===== src/rtl/imu_burst_pkg.sv =====
package imu_burst_pkg;

    localparam int WORD_W       = 16;
    localparam logic [WORD_W-1:0] SYNC_WORD = 16'hA5A5;
    localparam int SEARCH_SLOTS = 3;
    localparam int NUM_CHAN     = 6;

    // position of each field among the data words after the marker
    localparam int F_STATUS  = 0;
    localparam int F_TEMP    = 1;
    localparam int F_CHAN0   = 2;
    localparam int F_COUNT   = F_CHAN0 + 2 * NUM_CHAN;
    localparam int F_CRC_LO  = F_COUNT + 1;
    localparam int F_CRC_HI  = F_COUNT + 2;
    localparam int NUM_DATA  = F_CRC_HI + 1;
    localparam int IDX_W     = $clog2(NUM_DATA);
    localparam int POS_W     = $clog2(SEARCH_SLOTS);

    typedef enum logic [1:0] {
        PH_IDLE,
        PH_HUNT,
        PH_COLLECT,
        PH_SPENT
    } phase_e;

    typedef struct packed {
        logic [WORD_W-1:0]                  status;
        logic [WORD_W-1:0]                  temp;
        logic [NUM_CHAN-1:0][2*WORD_W-1:0]  motion;
        logic [WORD_W-1:0]                  counter;
        logic [2*WORD_W-1:0]                crc;
    } frame_t;

    function automatic logic [2*WORD_W-1:0] join_halves(
        input logic [WORD_W-1:0] lo,
        input logic [WORD_W-1:0] hi
    );
        return {hi, lo};
    endfunction

endpackage


===== src/rtl/imu_burst_ctrl.sv =====
module imu_burst_ctrl
    import imu_burst_pkg::*;
(
    input  logic              clk,
    input  logic              rst,
    input  logic              frame_start,
    input  logic              word_valid,
    input  logic [WORD_W-1:0] word_data,
    output logic              cap_en,
    output logic [IDX_W-1:0]  cap_idx,
    output logic              frame_done,
    output logic              no_sync
);

    phase_e             phase_q;
    logic [POS_W-1:0]   pos_q;
    logic [IDX_W-1:0]   idx_q;
    logic               take;
    logic               is_sync;

    assign take    = word_valid && !frame_start;
    assign is_sync = (word_data == SYNC_WORD);

    assign cap_en     = take && (phase_q == PH_COLLECT);
    assign cap_idx    = idx_q;
    assign frame_done = cap_en && (idx_q == IDX_W'(NUM_DATA - 1));
    assign no_sync    = take && (phase_q == PH_HUNT) && !is_sync
                        && (pos_q == POS_W'(SEARCH_SLOTS - 1));

    always_ff @(posedge clk) begin
        if (rst) begin
            phase_q <= PH_IDLE;
            pos_q   <= '0;
            idx_q   <= '0;
        end else if (frame_start) begin
            phase_q <= PH_HUNT;
            pos_q   <= '0;
            idx_q   <= '0;
        end else if (word_valid) begin
            unique case (phase_q)
                PH_HUNT: begin
                    if (is_sync) begin
                        phase_q <= PH_COLLECT;
                    end else if (no_sync) begin
                        phase_q <= PH_IDLE;
                    end else begin
                        pos_q <= pos_q + 1'b1;
                    end
                end
                PH_COLLECT: begin
                    if (frame_done) begin
                        phase_q <= PH_SPENT;
                    end else begin
                        idx_q <= idx_q + 1'b1;
                    end
                end
                default: ;
            endcase
        end
    end

endmodule


===== src/rtl/imu_word_store.sv =====
module imu_word_store
    import imu_burst_pkg::*;
#(
    parameter int DEPTH = NUM_DATA - 1
) (
    input  logic                          clk,
    input  logic                          wr_en,
    input  logic [IDX_W-1:0]              wr_idx,
    input  logic [WORD_W-1:0]             wr_data,
    output logic [DEPTH-1:0][WORD_W-1:0]  words
);

    for (genvar k = 0; k < DEPTH; k++) begin : g_slot
        always_ff @(posedge clk) begin
            if (wr_en && wr_idx == IDX_W'(k)) begin
                words[k] <= wr_data;
            end
        end
    end

endmodule


===== src/rtl/imu_field_unpack.sv =====
module imu_field_unpack
    import imu_burst_pkg::*;
(
    input  logic [NUM_DATA-1:0][WORD_W-1:0] words,
    output frame_t                          fields
);

    always_comb begin
        fields.status  = words[F_STATUS];
        fields.temp    = words[F_TEMP];
        for (int c = 0; c < NUM_CHAN; c++) begin
            fields.motion[c] = join_halves(words[F_CHAN0 + 2*c],
                                           words[F_CHAN0 + 2*c + 1]);
        end
        fields.counter = words[F_COUNT];
        fields.crc     = join_halves(words[F_CRC_LO], words[F_CRC_HI]);
    end

endmodule


===== src/rtl/imu_burst_unpacker.sv =====
module imu_burst_unpacker
    import imu_burst_pkg::*;
(
    input  logic                   clk,
    input  logic                   rst,
    input  logic                   frame_start,
    input  logic                   word_valid,
    input  logic [15:0]            word_data,
    output logic                   out_valid,
    output logic                   frame_error,
    output logic [15:0]            out_status,
    output logic [15:0]            out_temp,
    output logic [NUM_CHAN*32-1:0] out_motion,
    output logic [15:0]            out_counter,
    output logic [31:0]            out_crc
);

    localparam int STORE_DEPTH = NUM_DATA - 1;

    logic                                 cap_en;
    logic [IDX_W-1:0]                     cap_idx;
    logic                                 frame_done;
    logic                                 no_sync;
    logic [STORE_DEPTH-1:0][WORD_W-1:0]   held_words;
    logic [NUM_DATA-1:0][WORD_W-1:0]      all_words;
    frame_t                               next_frame;
    frame_t                               frame_q;
    logic                                 valid_q;
    logic                                 err_q;

    imu_burst_ctrl i_ctrl (
        .clk         (clk),
        .rst         (rst),
        .frame_start (frame_start),
        .word_valid  (word_valid),
        .word_data   (word_data),
        .cap_en      (cap_en),
        .cap_idx     (cap_idx),
        .frame_done  (frame_done),
        .no_sync     (no_sync)
    );

    imu_word_store #(.DEPTH(STORE_DEPTH)) i_store (
        .clk     (clk),
        .wr_en   (cap_en),
        .wr_idx  (cap_idx),
        .wr_data (word_data),
        .words   (held_words)
    );

    // the final word is used straight from the input in its own cycle
    assign all_words = {word_data, held_words};

    imu_field_unpack i_unpack (
        .words  (all_words),
        .fields (next_frame)
    );

    always_ff @(posedge clk) begin
        if (rst) begin
            frame_q <= '0;
            valid_q <= 1'b0;
            err_q   <= 1'b0;
        end else begin
            valid_q <= frame_done;
            err_q   <= no_sync;
            if (frame_done) begin
                frame_q <= next_frame;
            end
        end
    end

    assign out_valid   = valid_q;
    assign frame_error = err_q;
    assign out_status  = frame_q.status;
    assign out_temp    = frame_q.temp;
    assign out_motion  = frame_q.motion;
    assign out_counter = frame_q.counter;
    assign out_crc     = frame_q.crc;

endmodule


===== config.mk =====
export PLATFORM = sky130hd
export DESIGN_NAME = imu_burst_unpacker
export DESIGN_NICKNAME = d
export VERILOG_FILES = /design/src/rtl/imu_burst_pkg.sv /design/src/rtl/imu_burst_ctrl.sv /design/src/rtl/imu_word_store.sv /design/src/rtl/imu_field_unpack.sv /design/src/rtl/imu_burst_unpacker.sv
export SDC_FILE = /design/constraint.sdc
export NUM_CORES = 1
export LEC_CHECK = 0
export BUFFER_PORTS_ARGS = -buffer_cell sky130_fd_sc_hd__clkbuf_2
export CORE_MARGIN = 8
export CORE_UTILIZATION = 61
export DETAILED_ROUTE_END_ITERATION = 7
export GPL_TIMING_DRIVEN = 0
export PLACE_DENSITY = 0.82
export REMOVE_ABC_BUFFERS = 1
export SLEW_MARGIN = 40
export SYNTH_ARGS = -nofsm -noshare
export SYNTH_HDL_FRONTEND = slang
export SYNTH_HIERARCHICAL = 1
export SYNTH_SLANG_ARGS = --single-unit

===== constraint.sdc =====
create_clock -name clk -period 6.95 [get_ports clk]
set_input_delay 0.3475 -clock clk [delete_from_list [all_inputs] [get_ports clk]]
set_output_delay 0.3475 -clock clk [all_outputs]
set_load 0.01 [all_outputs]

==> summary.md <==
| Metric | Value |
|---|---|
| Outcome | finished, final reports clean |
| Share of layout cells above drive strength 1 | 0.291 |
| Via density | 5.18 |
| Worst Setup Path Type | reg -> reg |
| Syn Area/Cell | 13.6 µm² |
| Worst VDD drop | 204 µV |
| Die Area | 39,500 µm² |
| Crit path capture type | register |
| CP required | 7.37 ns |
| WL/cell | 20.8 µm |
| RSZ-0062 raised after global routing | false |
| Clock transition at the registers of the reported paths | 0.06 ns |
| Nets | 1,612 |
| Reg area | 13,400 µm² |
| Leakage power | 8.27 nW |
| CP max-delay cell | dfxtp_1 |
| Hold_buf cts | 0 |
| Power Density | 275 nW/µm² |
| Die span in y | 199 µm |
| DP Wirelength | 29.5 mm |
| DR pass1 iterations | 4 |
| Core ar. | 33,200 µm² |
| Maximum fanout along the worst path | 8 |
| Post-CTS sizing | 0 |
| H-tree depth | 2 |
| Syn Inst Count | 1,495 |
| MaxCap Viol Count | 0 |
| Initial DRC Count | 550 |
| Initial antenna violation count | 1 |
| I/O pin cnt | 294 |
| Final RePlAce weighted congestion | 0.759 |
| Cell row count | 67 |
| DRT antenna net count | 0 |
| Finished Cell Area | 22,300 µm² |
| Clock Root Buffer | clkbuf_16 |
| Asr flop ratio synth | 0 |
| P&R area growth vs syn | 9.43% |
| Hold Path Class | in -> reg |
| First-pass GRT wire length | 63.6 mm |
| Post-Syn Area | 20,400 µm² |
| Period utilization | 0.434 |
| CTS tree | yes |
| Footprint of the multi-input gates | 4380 µm² |
| Worst-Skew Late Latency | 0.55 ns |
| Largest net degree at the start of global routing | 79 |
| CP top delay family | buffers and inverters |
| Post-synth EDFFs | 256 |
| Final setup margin | 3.94 ns |
| End-of-flow core utilization | 0.672 |
| Worst-margin pin slew | 0.609 ns |
| Register bit total from synthesis | 539 |
| Crit path cell chain | inv_1, ha_1, nand4bb_4, nor3_2, buf_4, buf_2, buf_2, buf_4, buf_4, buf_4, buf_4, mux2i_1, nor2_1 |
| Seq/Total Area, Yosys | 0.655 |
| Setup Buffers After CTS | 0 |
| Ant diodes | 0 |
| Pre-CTS setup slack | 3.95 ns |
| CTS Sinks | 539 |
| Worst Path Buf+Inv | 8 |
| Netlist cell types | 38 |
| Via Count | 10.8k |
| Slew margin rel. | 0.592 |
| Starting Density | 0.614 |
| DRC viols | 0 |
| Slowest cell delay on critical path | 0.36 ns |
| Cell mode on critical path | buf_4 |
| Final Hold Viols | 0 |
| CTS max path bufs | 3 |
| Worst EP arrival | 3.44 ns |
| Congestion Overflow GR | 0 |
| Routed WL | 43.1 mm |
| Clk_skew | 0.0101 ns |
| Fillers | 2,344 |
| Number of global-route vias before repair | 10.8k |
| Die width | 199 µm |
| Final setup vio count | 0 |
| Fin crit period | 3.01 ns |
| Post-DP Area | 20,600 µm² |
| Worst setup SP type | register |
| Max Freq | 332 MHz |
| Dominant synthesized flop cell | dfxtp_1 |
| Cts bufs inserted | 52 |
| Synth Warn # | 6 |
| Final max-slew violation count | 0 |
| Total chip power | 6.13 mW |
| Tot GR Track Use | 0.212 |
| Number of port buffers | 293 |
-- sequential cells by signal, indices dropped and copies added, names as in the netlist --
signal	count
frame_error	1
i_ctrl/cap_idx	5
i_ctrl/phase_q	2
i_ctrl/pos_q	2
i_store/words	256
out_counter	16
out_crc	32
out_motion	192
out_status	16
out_temp	16
out_valid	1
-- Yosys cell counts, drive strengths merged, types with 3 or more instances --
master	instances	share of area
edfxtp	256	0.38
ha	3	0.0018
nand4bb	3	0.0025
nand2b	3	0.00092
xnor2	3	0.0013
nor3	6	0.0020
inv	5	0.00092
mux2i	274	0.13
nand2	6	0.0011
buf	315	0.13
clkbuf	19	0.0035
and3	3	0.00092
nor2	293	0.054
and4bb	4	0.0025
dfxtp	283	0.28
-- per-stage QoR --
step                      instances  setup TNS (ns)  hold slack [ns]
final                          2078               0            0.167
after floorplan                1161        -5900.45            0.417
after global placement         1902        -8299.77            0.459
after detailed placement       1983               0            0.463
after global routing           2078               0            0.170
after CTS                      2078               0            0.122
-- cells by family (layout without fill, tap and decap cells) --
logic type	after synthesis	count (layout)	share of synthesized area
flops	539	539	0.655
buf+inv	339	474	0.136
simple gates	328	328	0.0678
mux	274	274	0.135
compound gates	8	8	0.00301
xor+xnor	4	4	0.00172
fa+ha+maj	3	3	0.00184
-- worst reg2reg max path, stage by stage (launching register included) --
cell       delay [ns]
dfxtp_1          0.36
inv_1            0.11
ha_1             0.21
nand4bb_4        0.15
nor3_2           0.28
buf_4            0.22
buf_2            0.23
buf_2            0.26
buf_4            0.19
buf_4            0.17
buf_4            0.19
buf_4            0.19
mux2i_1          0.24
nor2_1           0.07
-- cells in the final DEF, fill, tap and decap left out, types with 13 or more instances in the layout --
cell / synthesis / layout
clkbuf_2: 0 / 292
buf_4: 272 / 41
mux2i_1: 274 / 274
buf_2: 12 / 17
nor2_1: 293 / 281
edfxtp_1: 256 / 256
clkbuf_1: 19 / 13
dfxtp_1: 283 / 283
clkbuf_16: 0 / 54
-- per-layer routing --
metal | global-route usage | wire [µm] | up-vias
li1 | - | - | 5031
met1 | 0.253 | 17200 | 5323
met2 | 0.367 | 21600 | 332
met3 | 0.0575 | 3130 | 74
met4 | 0.0686 | 1150 | 2
met5 | 0 | 13 | -
-- area by class of cell --
type	count	area share
clock inverters	17	0.00628
inverters	5	0.000842
flip-flops and latches	539	0.599
repair buffers	374	0.103
multi-input cells	617	0.196
clock buffers	78	0.0696
well taps	448	0.0251
-- worst paths after layout --
path,cells past startpoint,from,slack [ns],to
setup / recovery,13,i_ctrl/cap_idx[0],3.94,out_counter[12]
hold / removal,3,word_valid,0.17,i_ctrl/phase_q[1]
setup reg to reg,13,i_ctrl/cap_idx[0],3.94,out_counter[12]
hold reg to reg,2,i_ctrl/pos_q[0],0.47,i_ctrl/pos_q[0]
-- power breakdown --
group          total [mW]  switching, mW  internal (mW)
clock network        2.74           1.12           1.61
registers            3.32       0.000942           3.32
logic              0.0734         0.0604         0.0130
Power figures use the tool's default switching activity.
